===== src/rtl/cfg_slave_pkg.sv =====
package cfg_slave_pkg;

  typedef enum logic [3:0] {
    BS_IDLE,
    BS_ADDR,
    BS_ADDR_END,
    BS_ADDR_ACK,
    BS_RX,
    BS_RX_END,
    BS_RX_ACK,
    BS_TX,
    BS_TX_HACK,
    BS_TX_NEXT,
    BS_IGNORE
  } bus_state_t;

  typedef enum logic [1:0] {
    WP_CMD,
    WP_CNT,
    WP_DATA
  } wr_phase_t;

  // feedback divider: nine programmed bits plus a fixed offset of 8
  function automatic logic [9:0] vco_div_of(input logic [7:0] lo, input logic [7:0] hi);
    return {1'b0, hi, lo[7]} + 10'd8;
  endfunction

  // reference divider: seven programmed bits plus a fixed offset of 2
  function automatic logic [7:0] ref_div_of(input logic [7:0] lo);
    return {1'b0, lo[6:0]} + 8'd2;
  endfunction

endpackage


===== src/rtl/cfg_bus_sync.sv =====
module cfg_bus_sync #(
  parameter int STAGES = 2
) (
  input  logic clk,
  input  logic rst_n,
  input  logic scl_i,
  input  logic sda_i,
  output logic sda_s,
  output logic scl_rise,
  output logic scl_fall,
  output logic start_evt,
  output logic stop_evt
);
  logic [STAGES-1:0] scl_q, sda_q;
  logic scl_d, sda_d, scl_s;

  always_ff @(posedge clk or negedge rst_n) begin
    if (!rst_n) begin
      scl_q <= '1;
      sda_q <= '1;
      scl_d <= 1'b1;
      sda_d <= 1'b1;
    end else begin
      scl_q <= {scl_q[STAGES-2:0], scl_i};
      sda_q <= {sda_q[STAGES-2:0], sda_i};
      scl_d <= scl_q[STAGES-1];
      sda_d <= sda_q[STAGES-1];
    end
  end

  assign scl_s     = scl_q[STAGES-1];
  assign sda_s     = sda_q[STAGES-1];
  assign scl_rise  = scl_s & ~scl_d;
  assign scl_fall  = ~scl_s & scl_d;
  assign start_evt = scl_s & scl_d & sda_d & ~sda_s;
  assign stop_evt  = scl_s & scl_d & ~sda_d & sda_s;
endmodule


===== src/rtl/cfg_reg_bank.sv =====
module cfg_reg_bank #(
  parameter int NUM_REGS = 21,
  parameter int IDX_W = 5,
  parameter int ID_IDX = 7,
  parameter logic [7:0] ID_VALUE = 8'h20,
  parameter int CNT_IDX = 8,
  parameter logic [7:0] CNT_RESET = 8'h08,
  parameter int PAIR_BASE = 11,
  parameter int PAIR_COUNT = 2
) (
  input  logic                  clk,
  input  logic                  rst_n,
  input  logic                  wr_stb,
  input  logic [IDX_W-1:0]      wr_idx,
  input  logic [7:0]            wr_data,
  input  logic                  txn_end,
  input  logic [IDX_W-1:0]      bus_idx,
  output logic [7:0]            bus_data,
  input  logic [IDX_W-1:0]      cfg_idx,
  output logic [7:0]            cfg_data,
  output logic [7:0]            cnt_value,
  output logic [7:0]            div_lo,
  output logic [7:0]            div_hi,
  output logic [PAIR_COUNT-1:0] commit
);
  localparam logic [IDX_W-1:0] END_IDX = IDX_W'(NUM_REGS);

  logic [7:0] regs [NUM_REGS];
  logic [7:0] stage_d [PAIR_COUNT];
  logic [PAIR_COUNT-1:0] stage_v;
  logic [PAIR_COUNT-1:0] lo_hit, hi_hit;
  logic plain_ok;

  function automatic logic [7:0] reset_value(input int i);
    if (i == ID_IDX)  return ID_VALUE;
    if (i == CNT_IDX) return CNT_RESET;
    return 8'h00;
  endfunction

  always_comb begin
    for (int p = 0; p < PAIR_COUNT; p++) begin
      lo_hit[p] = wr_stb && (wr_idx == IDX_W'(PAIR_BASE + 2 * p));
      hi_hit[p] = wr_stb && (wr_idx == IDX_W'(PAIR_BASE + 2 * p + 1));
    end
    plain_ok = wr_stb && !(|lo_hit) && !(|hi_hit) && (wr_idx < END_IDX)
               && (wr_idx != IDX_W'(ID_IDX))
               && !((wr_idx == IDX_W'(CNT_IDX)) && (wr_data == 8'h00));
  end

  always_ff @(posedge clk or negedge rst_n) begin
    if (!rst_n) begin
      for (int i = 0; i < NUM_REGS; i++) regs[i] <= reset_value(i);
      for (int p = 0; p < PAIR_COUNT; p++) stage_d[p] <= 8'h00;
      stage_v <= '0;
      commit  <= '0;
    end else begin
      commit <= '0;
      if (txn_end) stage_v <= '0;
      for (int p = 0; p < PAIR_COUNT; p++) begin
        if (lo_hit[p]) begin
          stage_d[p] <= wr_data;
          stage_v[p] <= 1'b1;
        end else if (hi_hit[p] && stage_v[p]) begin
          regs[PAIR_BASE + 2 * p]     <= stage_d[p];
          regs[PAIR_BASE + 2 * p + 1] <= wr_data;
          commit[p]  <= 1'b1;
          stage_v[p] <= 1'b0;
        end
      end
      if (plain_ok) regs[wr_idx] <= wr_data;
    end
  end

  assign bus_data  = (bus_idx < END_IDX) ? regs[bus_idx] : 8'hFF;
  assign cfg_data  = (cfg_idx < END_IDX) ? regs[cfg_idx] : 8'hFF;
  assign cnt_value = regs[CNT_IDX];
  assign div_lo    = regs[PAIR_BASE];
  assign div_hi    = regs[PAIR_BASE + 1];
endmodule


===== src/rtl/cfg_bus_engine.sv =====
module cfg_bus_engine #(
  parameter int NUM_REGS = 21,
  parameter int IDX_W = 5,
  parameter logic [6:0] DEV_ADDR = 7'h69
) (
  input  logic             clk,
  input  logic             rst_n,
  input  logic             sda_s,
  input  logic             scl_rise,
  input  logic             scl_fall,
  input  logic             start_evt,
  input  logic             stop_evt,
  input  logic [7:0]       rd_data,
  input  logic [7:0]       cnt_value,
  output logic [IDX_W-1:0] rd_idx,
  output logic             wr_stb,
  output logic [IDX_W-1:0] wr_idx,
  output logic [7:0]       wr_data,
  output logic             txn_end,
  output logic             sda_oe,
  output logic             bus_ignored
);
  import cfg_slave_pkg::*;

  localparam logic [IDX_W-1:0] END_IDX  = IDX_W'(NUM_REGS);
  localparam logic [IDX_W-1:0] LAST_IDX = IDX_W'(NUM_REGS - 1);

  bus_state_t       state;
  wr_phase_t        wphase;
  logic [2:0]       bit_cnt;
  logic [7:0]       shreg;
  logic [6:0]       txsh;
  logic             is_read;
  logic [IDX_W-1:0] widx, rptr;
  logic [7:0]       rx_byte, next_tx;

  // highest register index a read returns
  function automatic logic [IDX_W-1:0] read_limit(input logic [7:0] cnt);
    if (cnt >= 8'(NUM_REGS - 1)) return LAST_IDX;
    return cnt[IDX_W-1:0];
  endfunction

  assign rx_byte     = {shreg[6:0], sda_s};
  assign next_tx     = (rptr <= read_limit(cnt_value)) ? rd_data : 8'hFF;
  assign rd_idx      = rptr;
  assign bus_ignored = (state == BS_IGNORE);

  always_ff @(posedge clk or negedge rst_n) begin
    if (!rst_n) begin
      state   <= BS_IDLE;
      wphase  <= WP_CMD;
      bit_cnt <= 3'd0;
      shreg   <= 8'h00;
      txsh    <= 7'h00;
      is_read <= 1'b0;
      widx    <= '0;
      rptr    <= '0;
      wr_stb  <= 1'b0;
      wr_idx  <= '0;
      wr_data <= 8'h00;
      txn_end <= 1'b0;
      sda_oe  <= 1'b0;
    end else begin
      wr_stb  <= 1'b0;
      txn_end <= 1'b0;
      if (stop_evt) begin
        state   <= BS_IDLE;
        sda_oe  <= 1'b0;
        txn_end <= 1'b1;
      end else if (start_evt) begin
        state   <= BS_ADDR;
        sda_oe  <= 1'b0;
        bit_cnt <= 3'd0;
        txn_end <= 1'b1;
      end else begin
        case (state)
          BS_ADDR: if (scl_rise) begin
            shreg   <= rx_byte;
            bit_cnt <= bit_cnt + 3'd1;
            if (bit_cnt == 3'd7) state <= BS_ADDR_END;
          end
          BS_ADDR_END: if (scl_fall) begin
            if (shreg[7:1] == DEV_ADDR) begin
              sda_oe  <= 1'b1;
              is_read <= shreg[0];
              state   <= BS_ADDR_ACK;
            end else begin
              state <= BS_IGNORE;
            end
          end
          BS_ADDR_ACK: if (scl_fall) begin
            bit_cnt <= 3'd0;
            if (is_read) begin
              txsh   <= cnt_value[6:0];
              sda_oe <= ~cnt_value[7];
              rptr   <= '0;
              state  <= BS_TX;
            end else begin
              sda_oe <= 1'b0;
              wphase <= WP_CMD;
              widx   <= '0;
              state  <= BS_RX;
            end
          end
          BS_RX: if (scl_rise) begin
            shreg   <= rx_byte;
            bit_cnt <= bit_cnt + 3'd1;
            if (bit_cnt == 3'd7) begin
              state <= BS_RX_END;
              case (wphase)
                WP_CMD:  wphase <= WP_CNT;
                WP_CNT:  wphase <= WP_DATA;
                default: if (widx != END_IDX) begin
                  wr_stb  <= 1'b1;
                  wr_idx  <= widx;
                  wr_data <= rx_byte;
                  widx    <= widx + 1'b1;
                end
              endcase
            end
          end
          BS_RX_END: if (scl_fall) begin
            sda_oe <= 1'b1;
            state  <= BS_RX_ACK;
          end
          BS_RX_ACK: if (scl_fall) begin
            sda_oe  <= 1'b0;
            bit_cnt <= 3'd0;
            state   <= BS_RX;
          end
          BS_TX: if (scl_fall) begin
            if (bit_cnt == 3'd7) begin
              sda_oe <= 1'b0;
              state  <= BS_TX_HACK;
            end else begin
              sda_oe  <= ~txsh[6];
              txsh    <= {txsh[5:0], 1'b0};
              bit_cnt <= bit_cnt + 3'd1;
            end
          end
          BS_TX_HACK: if (scl_rise) begin
            state <= sda_s ? BS_IGNORE : BS_TX_NEXT;
          end
          BS_TX_NEXT: if (scl_fall) begin
            txsh    <= next_tx[6:0];
            sda_oe  <= ~next_tx[7];
            bit_cnt <= 3'd0;
            if (rptr != END_IDX) rptr <= rptr + 1'b1;
            state   <= BS_TX;
          end
          default: ;
        endcase
      end
    end
  end
endmodule


===== src/rtl/cfg_serial_slave.sv =====
module cfg_serial_slave #(
  parameter int NUM_REGS = 21,
  parameter int SYNC_STAGES = 2,
  parameter logic [6:0] DEV_ADDR = 7'h69,
  parameter int ID_IDX = 7,
  parameter logic [7:0] ID_VALUE = 8'h20,
  parameter int CNT_IDX = 8,
  parameter logic [7:0] CNT_RESET = 8'h08,
  parameter int PAIR_BASE = 11,
  parameter int PAIR_COUNT = 2,
  localparam int IDX_W = $clog2(NUM_REGS + 1)
) (
  input  logic                  clk,
  input  logic                  rst_n,
  input  logic                  scl_i,
  input  logic                  sda_i,
  output logic                  sda_oe,
  input  logic [IDX_W-1:0]      cfg_idx,
  output logic [7:0]            cfg_data,
  output logic [PAIR_COUNT-1:0] pair_commit,
  output logic [9:0]            vco_div,
  output logic [7:0]            ref_div
);
  import cfg_slave_pkg::*;

  logic sda_s, scl_rise, scl_fall, start_evt, stop_evt;
  logic wr_stb, txn_end, bus_ignored;
  logic [IDX_W-1:0] wr_idx, bus_idx;
  logic [7:0] wr_data, bus_data, count_reg, div_lo, div_hi;

  cfg_bus_sync #(.STAGES(SYNC_STAGES)) u_sync (
    .clk(clk), .rst_n(rst_n), .scl_i(scl_i), .sda_i(sda_i),
    .sda_s(sda_s), .scl_rise(scl_rise), .scl_fall(scl_fall),
    .start_evt(start_evt), .stop_evt(stop_evt)
  );

  cfg_bus_engine #(.NUM_REGS(NUM_REGS), .IDX_W(IDX_W), .DEV_ADDR(DEV_ADDR)) u_engine (
    .clk(clk), .rst_n(rst_n), .sda_s(sda_s), .scl_rise(scl_rise),
    .scl_fall(scl_fall), .start_evt(start_evt), .stop_evt(stop_evt),
    .rd_data(bus_data), .cnt_value(count_reg), .rd_idx(bus_idx),
    .wr_stb(wr_stb), .wr_idx(wr_idx), .wr_data(wr_data),
    .txn_end(txn_end), .sda_oe(sda_oe), .bus_ignored(bus_ignored)
  );

  cfg_reg_bank #(
    .NUM_REGS(NUM_REGS), .IDX_W(IDX_W), .ID_IDX(ID_IDX), .ID_VALUE(ID_VALUE),
    .CNT_IDX(CNT_IDX), .CNT_RESET(CNT_RESET), .PAIR_BASE(PAIR_BASE),
    .PAIR_COUNT(PAIR_COUNT)
  ) u_bank (
    .clk(clk), .rst_n(rst_n), .wr_stb(wr_stb), .wr_idx(wr_idx),
    .wr_data(wr_data), .txn_end(txn_end), .bus_idx(bus_idx),
    .bus_data(bus_data), .cfg_idx(cfg_idx), .cfg_data(cfg_data),
    .cnt_value(count_reg), .div_lo(div_lo), .div_hi(div_hi),
    .commit(pair_commit)
  );

  assign vco_div = vco_div_of(div_lo, div_hi);
  assign ref_div = ref_div_of(div_lo);
endmodule


===== config.mk =====
export PLATFORM = sky130hd
export DESIGN_NAME = cfg_serial_slave
export DESIGN_NICKNAME = d
export VERILOG_FILES = /design/src/rtl/cfg_slave_pkg.sv /design/src/rtl/cfg_bus_sync.sv /design/src/rtl/cfg_reg_bank.sv /design/src/rtl/cfg_bus_engine.sv /design/src/rtl/cfg_serial_slave.sv
export SDC_FILE = /design/constraint.sdc
export NUM_CORES = 1
export LEC_CHECK = 0
export CORE_UTILIZATION = 25
export CTS_BUF_LIST = sky130_fd_sc_hd__clkbuf_8
export DETAILED_ROUTE_END_ITERATION = 12
export HOLD_SLACK_MARGIN = 0.02
export SETUP_SLACK_MARGIN = 0.2
export SLEW_MARGIN = 25
export SYNTH_ARGS = -nofsm -noshare
export SYNTH_HDL_FRONTEND = slang
export SYNTH_SLANG_ARGS = --single-unit

===== constraint.sdc =====
create_clock -name clk -period 6.5 [get_ports clk]
set_input_delay 1.3 -clock clk [delete_from_list [all_inputs] [get_ports clk]]
set_output_delay 1.3 -clock clk [all_outputs]
set_load 0.02 [all_outputs]

After elaboration in Yosys (flattened, before gate mapping) --
Index checks and enable logic that the tools add are counted.
Cells by class: add/sub/neg operators 5, magnitude comparators 9, eq/ne operators 49, multiplexer cells 98, bitwise gates (word level) 20, reduce and logical (&&, ||, !) cells 41
Operators by type and width (number):
- bitwise mux 168 bit | 1
- binary-select mux 8 bit (select 5 bit) | 2
- 2-to-1 mux 80 bit | 1
- 2-to-1 mux 16 bit | 4
- 2-to-1 mux 8 bit | 8
- 2-to-1 mux 4 bit | 15
- 2-to-1 mux 5 bit | 12
- demux 8 bit (select 5 bit) | 1
- != test 4 bit (second input constant) | 9
- case mux 4 bit (9 select lines) | 1
- 2-to-1 mux 7 bit | 5
- 2-to-1 mux 1 bit | 29
- == test 5 x 4 -> 1 bit (second input constant) | 5
- AND reduction 8 bit | 3
- case mux 7 bit (3 select lines) | 1
- case mux 5 bit (2 select lines) | 2
- greater-or-equal comparator 6 bit (second input constant) | 3
- NOT 5 -> 6 bit | 3
- == test 4 x 3 -> 1 bit (second input constant) | 4
- != test 4 x 3 -> 1 bit (second input constant) | 4
- less-than comparator 5 bit (second input constant) | 3
- 2-to-1 mux 3 bit | 5
- 2-to-1 mux 2 bit | 7
- != test 2 bit (second input constant) | 7
- 40 further kinds | 87
Storage, ports and cells: flip-flop bits (word level) 245, bits of input ports 9, output and inout port bits 29, logic and storage cells 265

Depth between registers and ports, before layout --
Gate-level depths: netlist of the first run.
depth in word-level cells 11, mapped depth 10

Hierarchy --
A second synthesis of the first run with hierarchy kept.
Unflattened totals: cell total of the unflattened synthesis 1129, area total of the unflattened synthesis 13774.5 µm²
Modules (own cells, without submodules):
- cfg_reg_bank | times used 1, cells an instance 783, area an instance 10346.2 µm², sequential area each 4707.0 µm²
- cfg_bus_engine | times used 1, cells an instance 313, area an instance 3081.7 µm², sequential area each 1276.2 µm²
- cfg_bus_sync | times used 1, cells an instance 10, area an instance 190.2 µm², sequential area each 157.7 µm²
- cfg_serial_slave | times used 1, cells an instance 23, area an instance 156.4 µm², sequential area each 0.0 µm²

Worst setup path after synthesis of the first run --
OpenSTA, ideal clock, no wires.
path kind in2out, start input port cfg_idx[0], end output port cfg_data[0], arrival 2.920 ns, required time 5.200 ns, slack 2.280 ns, stages 6, cell sequence clkbuf_1 clkbuf_1 mux2_2 a221oi_1 a2bb2oi_1 o221ai_1
Between the ends: word-level cells in the longest chain between the ends 5, elaborated cells on any way between the ends 6
Ends and longest elaborated chain:
- start, declared | RTL line cfg_serial_slave.sv:18 | input logic [IDX_W-1:0] cfg_idx,
- NOT 5 -> 6 bit (implied by the code) | RTL line cfg_reg_bank.sv:75 | assign cfg_data = (cfg_idx < END_IDX) ? regs[cfg_idx] : 8'hFF;
- binary-select mux 8 bit (select 5 bit) | RTL line cfg_reg_bank.sv:75
- 2-to-1 mux 8 bit (implied by the code) (2 in a row) | RTL line cfg_reg_bank.sv:75
- 2-to-1 mux 8 bit (*) | RTL line cfg_reg_bank.sv:75
- end, declared | RTL line cfg_serial_slave.sv:19 | output logic [7:0] cfg_data,
Every way passes the cells marked *; elsewhere a longest branch is shown, timed or not. The select of a mux whose other input is x is not followed.

Worst setup path after layout of the first run --
start input port cfg_idx[2], end output port cfg_data[5]
The elaborated chain is that of the path after synthesis.

==> flow_summary.ini, run 1 <==
[worst_setup_path]
crit_path_max_fanout = 14
end_kind = output pin
crit_type = in2out
crit_required_ns = 5.20
crit_path_start = cfg_idx[2]
r2r-start = u_engine.rd_idx[1]
cp_data_arrival_time_ns = 4.21
cp-start-kind = primary input

[logic_synthesis]
synth-warning-count = 0
synth_edf_count = 0
yosys_most_used_dff = dfrtp_1
synth_nets = 1171
post_synth_num_cell_types = 76
synth_area_sq_um = 13400
synth-seq-cells = 245
ys_async_sr_fraction = 1.00
netlist_instances = 1149
synth-seq-area-share = 0.457
syn-mean-instance-area_sq_um = 11.7

[clock_tree]
cts_hold_buf = 0
h-tree-depth = 2
post_cts_buffers = 0
cts_root_buffer = clkbuf_8
cts_buffers = 43
cts_tree = yes
cts_sinks = 245
cts_resized = 0
clk_pin_slew_ns = 0.06
clockBufferDepth = 3
insertion_delay_ns = 0.57

[power]
p_per_area_nw_per_um2 = 258
clkPwrFrac = 0.408
internal-power_mw = 2.82
p_seq_frac = 0.430
ir_drop_mv = 0.194
leakagePower_nw = 6.73
power_mw = 3.99
p_sw_frac = 0.292
switchingPower_mw = 1.17
combPwrFrac = 0.162

[sta]
tightest_slew_ns = 1.06
clock.fmax_mhz = 181
maxSlewViolCount = 0
fin_setup_tns_ns = 0
min_period_ns = 5.51
setup_violations = 0
period_share = 0.848
hold_viol = 0
rsz0062_at_grt = false
slew_headroom = 0.293
fin_skew_ns = 0.0148

[grt]
grt_max_degree = 144
grt_pass1_wl_mm = 61.2
track_usage = 0.146
antenna_found_initial = 2
grt_remaining_overflow = 0
grt_pass1_vias = 9792

[cells_and_area]
n_fill_cell = 5378
design_area_sq_um = 15400
area_growth_pct = 14.8
drive_gt1_frac = 0.284
nets = 1174

[run_status]
violations = design-rule violations
run_status = finished, violations left

[drt]
vias = 9803
drt-pass1-iter-count = 9
drt_iter0_markers = 732
wl_per_cell_um = 21.0
wl_met3_mm = 2.19
drc_errors = 2
viasPerCell = 5.23
antenna_left = 0
dr_wl_met2_mm = 18.6
wirelength_met1_mm = 17.1
drt_wl_total_mm = 39.4
routed.top_layer = met4

[min_path]
min-delay-start = u_sync.sda_q[0]
hold_class = reg2reg

[floorplanning]
start_util = 0.254
die_area_sq_um = 54700
num_rows = 84
die_height_um = 234
die_x_um = 234
core_sq_um = 52900
io_pins = 38

[placement]
dp_hpwl_mm = 26.9
placed_area_sq_um = 14400
gp_congestion = 0.945
portBuffers = 37

[flow_run]
cap_violations = 0
==> synthesized netlist by cell type, types with 6 or more instances <==
master     count  area share
clkbuf_1      62       0.017
mux2i_1       64       0.048
a21oi_1       37       0.014
mux2_2       188        0.16
xnor2_1        9      0.0059
nor2b_1       14      0.0065
a22oi_1       24       0.013
nand2b_1      13      0.0060
o31ai_1        6      0.0033
buf_2         23      0.0086
o21ai_0       25      0.0093
dfrtp_1      237        0.44
a2bb2oi_1      6      0.0039
mux4_2        30       0.050
mux2_1        34       0.028
and3_1         8      0.0037
ha_1          13       0.012
nor3_1        14      0.0052
o221ai_1      13      0.0085
dfstp_2        8       0.016
nand4_1        7      0.0033
and2_1         7      0.0033
buf_1          9      0.0025
o21ai_1       10      0.0037
a211oi_1       7      0.0039
nand3_1       26      0.0097
a221oi_1      15      0.0098
a31oi_1       13      0.0060
inv_1         18      0.0050
nand2_1       73       0.020
nor2_1        39       0.011
==> cells by family after synthesis <==
family,synth area share
mux,0.284
flops,0.457
simple gates,0.0925
compound gates,0.109
buf+inv,0.0381
fa+ha+maj,0.0121
xor+xnor,0.00782
==> path summary, 6_finish.rpt <==
| path | endpoint | slack [ns] | cells past startpoint |
|---|---|---|---|
| setup reg to reg | u_engine.txsh[6] | 3.49 | 6 |
| hold reg to reg | u_sync.sda_q[1] | 0.36 | 0 |
| hold / removal | u_sync.sda_q[1] | 0.36 | 0 |
| min in group asynchronous | u_bank.regs[104] | 0.77 | 1 |
| setup / recovery | cfg_data[5] | 0.99 | 7 |
| max in group asynchronous | u_engine.rd_idx[1] | 4.50 | 2 |
==> sequential cells by signal, summed over array words and instances, names as in the netlist, 5 cells and up <==
name	count
u_engine.shreg	8
u_bank.cnt_value	8
u_bank.div_hi	8
u_bank.div_lo	8
u_bank.stage_d	16
u_engine.wr_idx	5
u_engine.wr_data	8
u_engine.txsh	7
u_bank.regs	144
u_engine.rd_idx	5
u_engine.widx	5
==> worst max-delay path: stages <==
cell and delay (ns):
clkdlybuf4s50_1 0.72, clkinv_1 0.44, buf_4 0.33, a221oi_1 0.22
a2bb2oi_1 0.20, o221ai_1 0.33, clkdlybuf4s50_1 0.66
==> final cells by class <==
type / count / area [sq um] / area share
antenna: 1 / 2.50 / 0.000162
clock buffer: 52 / 716 / 0.0463
clock inverter: 26 / 270 / 0.0175
inverter: 22 / 82.6 / 0.00535
multi-input combinational: 782 / 6810 / 0.441
sequential: 245 / 6150 / 0.398
tap: 688 / 861 / 0.0557
timing repair buffer: 58 / 552 / 0.0357
==> stage by stage <==
stage,hold WS [ns],cells,utilization,setup slack (ns)
5_1_grt,0.367,1874,0.292,0.748
6_report,0.358,1874,0.292,0.990
3_3_place_gp,0.347,1794,0.273,1.04
4_1_cts,0.360,1872,0.292,0.996
2_1_floorplan,0.345,1149,-,2.28
3_5_place_dp,0.348,1794,0.273,1.00
==> layer usage <==
metal / track usage / up-vias
met1: 0.191 / 5073
met3: 0.0240 / 96
met2: 0.236 / 326
met5: 0 / -
met4: 0.0659 / 0
li1: - / 4308
==> power groups by stage <==
stage	clock network [mW]	logic [mW]	registers, mW
after floorplan	0	0.525	1.64
after global placement	0	0.630	1.74
after detailed placement	0	0.644	1.74
after CTS	1.67	0.647	1.71
after global routing	1.73	0.707	1.73
final	1.63	0.648	1.71
==> layout by cell type (no fill, tap or decap), types with 30 or more instances in the layout <==
master           Yosys  routed
dfrtp_1            237     234
mux2_2             188     188
nand2_1             73      73
mux2i_1             64      64
clkbuf_8             0      52
nor2_1              39      39
a21oi_1             37      37
mux2_1              34      34
clkdlybuf4s50_1      0      34
mux4_2              30      30
No activity file was read; power rests on OpenSTA's default activity.
==> inputs of run 2 (changes only) <==
- clock period: 6.5 -> 4.65 ns (I/O delays scaled with it)
==> run 2 against run 1 <==
The flow now finishes without violations. Cell area hardly changed. Sequential share of layout area hardly changed. Power is 35% higher. Critical path type unchanged. Critical endpoint unchanged. Highest routed layer unchanged.
==> flow_summary.ini, run 2 (synthesis gave the netlist of run 1 again) <==
[run_status]
run_status = completed

[sta]
setup_violations = 0
clock.fmax_mhz = 238
rsz0062_at_grt = false
hold_viol = 0
tightest_slew_ns = 1.11
fin_setup_tns_ns = 0
fin_skew_ns = 0.0281
slew_headroom = 0.257
maxSlewViolCount = 0
min_period_ns = 4.20
period_share = 0.903

[clock_tree]
cts_sinks = 245
post_cts_buffers = 0
clk_pin_slew_ns = 0.06
cts_buffers = 42
h-tree-depth = 2
cts_hold_buf = 0
cts_root_buffer = clkbuf_8
insertion_delay_ns = 0.59
cts_tree = yes
cts_resized = 2
clockBufferDepth = 3

[worst_setup_path]
crit_required_ns = 3.72
cp-start-kind = primary input
cp_data_arrival_time_ns = 3.27
crit_type = in2out
end_kind = output pin
regToRegSetupSlack_ns = 1.49
crit_path_max_fanout = 27

[power]
p_per_area_nw_per_um2 = 349
switchingPower_mw = 1.66
internal-power_mw = 3.74
p_sw_frac = 0.307
leakagePower_nw = 6.76
ir_drop_mv = 0.192
combPwrFrac = 0.175
p_seq_frac = 0.440
clkPwrFrac = 0.385

[cells_and_area]
area_growth_pct = 14.9
top_regs = u_bank.regs (144), u_bank.stage_d (16)
largest_reg_flops = 144
final_cells = 1884
final_cell_mix = 234 x dfrtp_1, 188 x mux2_2, 72 x nand2_1
largest_register = u_bank.regs
final_common_cell = dfrtp_1
drive_gt1_frac = 0.290
nets = 1183

[floorplanning]
io_pins = 38
die_area_sq_um = 54700
core_sq_um = 52900
die_height_um = 234
die_x_um = 234
num_rows = 84
start_util = 0.254

[drt]
antenna_left = 0
wl_per_cell_um = 21.0
vias = 9907
drt_wl_total_mm = 39.6
viasPerCell = 5.26
drt_iter0_markers = 893
drt-pass1-iter-count = 8
drc_errors = 0

[grt]
grt_max_degree = 115
grt_pass1_wl_mm = 61.0
grt_remaining_overflow = 0
track_usage = 0.146
antenna_found_initial = 1
grt_pass1_vias = 9749

[placement]
dp_hpwl_mm = 27.1
portBuffers = 37
place_inst = 1805
gp_congestion = 0.897

[flow_run]
cap_violations = 0

[min_path]
hold_class = reg2reg
[run 2: routing by layer]
| layer | wire length, um | global-route usage | vias up |
|---|---|---|---|
| li1 | - | - | 4331 |
| met1 | 16800 | 0.192 | 5105 |
| met2 | 18500 | 0.233 | 369 |
| met3 | 2550 | 0.0248 | 102 |
| met4 | 1740 | 0.0706 | 0 |
| met5 | 0 | 0 | - |
[run 2: metrics by stage]
stage | setup WS (ns) | hold WS (ns) | instance area, sq um | total power, mW | util
after floorplan | 1.17 | 0.345 | 13400 | 3.03 | -
after global routing | 0.234 | 0.359 | 15400 | 5.63 | 0.292
after CTS | 0.150 | 0.357 | 15400 | 5.44 | 0.292
after global placement | 0.161 | 0.347 | 14500 | 3.32 | 0.275
after detailed placement | 0.148 | 0.348 | 14500 | 3.34 | 0.275
final | 0.451 | 0.355 | 15400 | 5.39 | 0.292
[run 2: power groups by stage]
stage / Combinational [mW] / Clock (mW) / Sequential [mW]
after floorplan: 0.734 / 0 / 2.30
after global placement: 0.915 / 0 / 2.40
after detailed placement: 0.929 / 0 / 2.41
after CTS: 0.934 / 2.13 / 2.37
after global routing: 1.02 / 2.21 / 2.39
final: 0.942 / 2.08 / 2.38
[run 2: final timing paths]
kind | start | to | depth (start not counted)
setup reg to reg | u_engine.rd_idx[2] | u_engine.txsh[6] | 6
max in group asynchronous | rst_n | u_bank.regs[55] | 2
setup / recovery | cfg_idx[0] | cfg_data[5] | 8
min in group asynchronous | rst_n | u_bank.regs[37] | 1
hold reg to reg | u_sync.scl_q[0] | u_sync.scl_q[1] | 0
hold / removal | u_sync.scl_q[0] | u_sync.scl_q[1] | 0
[run 2: critical path: stages]
cell and delay (ns):
clkbuf_4 0.23, buf_12 0.24, mux2_2 0.37, a221oi_1 0.28, a2bb2oi_1 0.19, o221ai_1 0.24
buf_4 0.22, clkdlybuf4s50_1 0.53
[run 2: layout make-up]
cell class / count / area [sq um]
fill: 5381 / 37400
sequential: 245 / 6150
inverter: 22 / 86.3
tap: 688 / 861
antenna: 1 / 2.50
timing repair buffer: 68 / 651
clock inverter: 26 / 180
clock buffer: 52 / 716
multi-input combinational: 782 / 6810
==> inputs of run 3 (changes only) <==
- clock period: 4.65 -> 4.5 ns (I/O delays scaled with it)
==> run 3 against run 2 <==
Clock-buffer cell count up 5. Largest cell class unchanged. Combinational power grew 4.6%. First-iteration DRC count down 5.8%. Clock power increased by 17%. Non-clock buffer count up 5. Largest power group unchanged. Sequential share of layout area decreased by 0.49 points. Critical path type unchanged. Flip-flop and latch count stayed put. Hold slack lost 0.11 ns. Setup slack got worse by 0.25 ns. Utilization rose by 0.37 points. Clock skew grew 0.023 ns.
==> flow_summary.ini, run 3 (synthesis gave the netlist of run 1 again) <==
[floorplanning]
die_x_um = 234
start_util = 0.254
num_rows = 84
io_pins = 38
die_height_um = 234
core_sq_um = 52900
die_area_sq_um = 54700

[clock_tree]
cts_hold_buf = 0
cts_root_buffer = clkbuf_8
cts_sinks = 245
clk_pin_slew_ns = 0.06
cts_buffers = 43
cts_tree = yes
insertion_delay_ns = 0.60
clockBufferDepth = 3
h-tree-depth = 2

[sta]
slew_headroom = 0.269
clock.fmax_mhz = 233
maxSlewViolCount = 0
timing.final.ws_setup_ns = 0.205
tightest_slew_ns = 1.09
setup_violations = 0
rsz0062_at_grt = true
period_share = 0.955
min_period_ns = 4.30
fin_skew_ns = 0.0511
hold_viol = 0
fin_setup_tns_ns = 0

[placement]
dp_hpwl_mm = 27.2
placed_area_sq_um = 14600
dp_slack_ns = 0.0248
portBuffers = 37
gp_congestion = 0.899

[worst_setup_path]
r2r-start = u_engine.rd_idx[1]
crit_chain = clkdlybuf4s50_1, clkinv_2, buf_12, a221oi_1, a2bb2oi_2, o221ai_2, buf_4, clkdlybuf4s50_1
crit_path_start = cfg_idx[2]
cpMostUsedCell = clkdlybuf4s50_1
slowest_stage = clkdlybuf4s50_1
crit_path_max_fanout = 14
crit_type = in2out
crit_required_ns = 3.60
critPathMaxStageDelay_ns = 0.62
cp_data_arrival_time_ns = 3.40
cp-start-kind = primary input
end_kind = output pin

[min_path]
hold_class = in2async

[drt]
drt_iter0_markers = 841
drt-pass1-iter-count = 7
viasPerCell = 5.25
drt_wl_total_mm = 40.2
wl_per_cell_um = 21.3
drc_errors = 0
antenna_left = 0
vias = 9925

[grt]
grt_pass1_vias = 9970
antenna_found_initial = 1
grt_remaining_overflow = 0
grt_max_degree = 120
track_usage = 0.148
grt_pass1_wl_mm = 62.0

[cells_and_area]
final_cell_mix = 233 x dfrtp_1, 188 x mux2_2, 72 x nand2_1
area_growth_pct = 16.3
final_common_cell = dfrtp_1
nets = 1189
largest_register = u_bank.regs
top_regs = u_bank.regs (144), u_bank.stage_d (16)
largest_reg_flops = 144
drive_gt1_frac = 0.299
design_area_sq_um = 15600

[flow_run]
cap_violations = 0

[power]
p_per_area_nw_per_um2 = 374
leakagePower_nw = 6.86
ir_drop_mv = 0.229

[run_status]
run_status = completed
-- run 3: changes by cell type in the layout (fill, tap and decap cells not counted), moves of 2 or more --
cell,change
buf_4,+5
bufinv_16,+3
clkbuf_8,+5
clkdlybuf4s50_1,-3
clkinv_2,-4
clkinvlp_4,+2
dlymetal6s2s_1,+4
inv_1,-4
-- run 3: final cells by class --
class / instances / area, sq um
diodes: 1 / 2.50
clock buffers: 57 / 785
clock inverters: 22 / 244
fillers: 5406 / 37200
inverters: 22 / 83.8
multi-input cells: 782 / 6820
flip-flops and latches: 245 / 6150
well taps: 688 / 861
repair buffers: 73 / 704
-- run 3: path summary, 6_finish.rpt --
check                              endpoint  slack (ns)  cells past startpoint
setup / recovery                cfg_data[5]        0.20                      8
hold / removal              u_bank.regs[20]        0.25                      1
setup reg to reg           u_engine.txsh[4]        1.54                      6
hold reg to reg             u_sync.sda_q[1]        0.36                      0
max in group asynchronous  u_bank.regs[111]        3.12                      3
min in group clk            u_sync.sda_q[1]        0.36                      0
-- run 3: repair_timing --
item	CTS	global route
buffers inserted	0	0
endpoints found under the setup margin	3	7
resized for setup	3	7
hold endpoints to repair	0	0
-- run 3: routing by layer --
layer | GRT usage | wire, um
met5 | 0 | 0
met4 | 0.0676 | 1450
met3 | 0.0227 | 2320
met2 | 0.241 | 19300
met1 | 0.193 | 17200
-- run 3: stage by stage --
| step | total power, mW | std cells | hold WS, ns | util |
|---|---|---|---|---|
| 2_1_floorplan | 3.13 | 1149 | 0.345 | - |
| 3_3_place_gp | 3.43 | 1809 | 0.346 | 0.275 |
| 3_5_place_dp | 3.45 | 1809 | 0.347 | 0.275 |
| 6_report | 5.85 | 1890 | 0.248 | 0.296 |
| 5_1_grt | 6.11 | 1890 | 0.264 | 0.296 |
| 4_1_cts | 5.90 | 1888 | 0.355 | 0.295 |
-- run 3: critical path: cells and delay by family --
| family | cells | cell delay [ns] |
|---|---|---|
| AOI/OAI and AO/OA | 3 | 0.74 |
| buffers and inverters | 5 | 1.75 |
-- run 3: where the power goes --
part	internal [mW]	total, mW	leakage, nW	switching (mW)
logic	0.404	0.985	2.94	0.582
registers	2.29	2.44	3.37	0.153
clock network	1.43	2.43	0.553	0.994
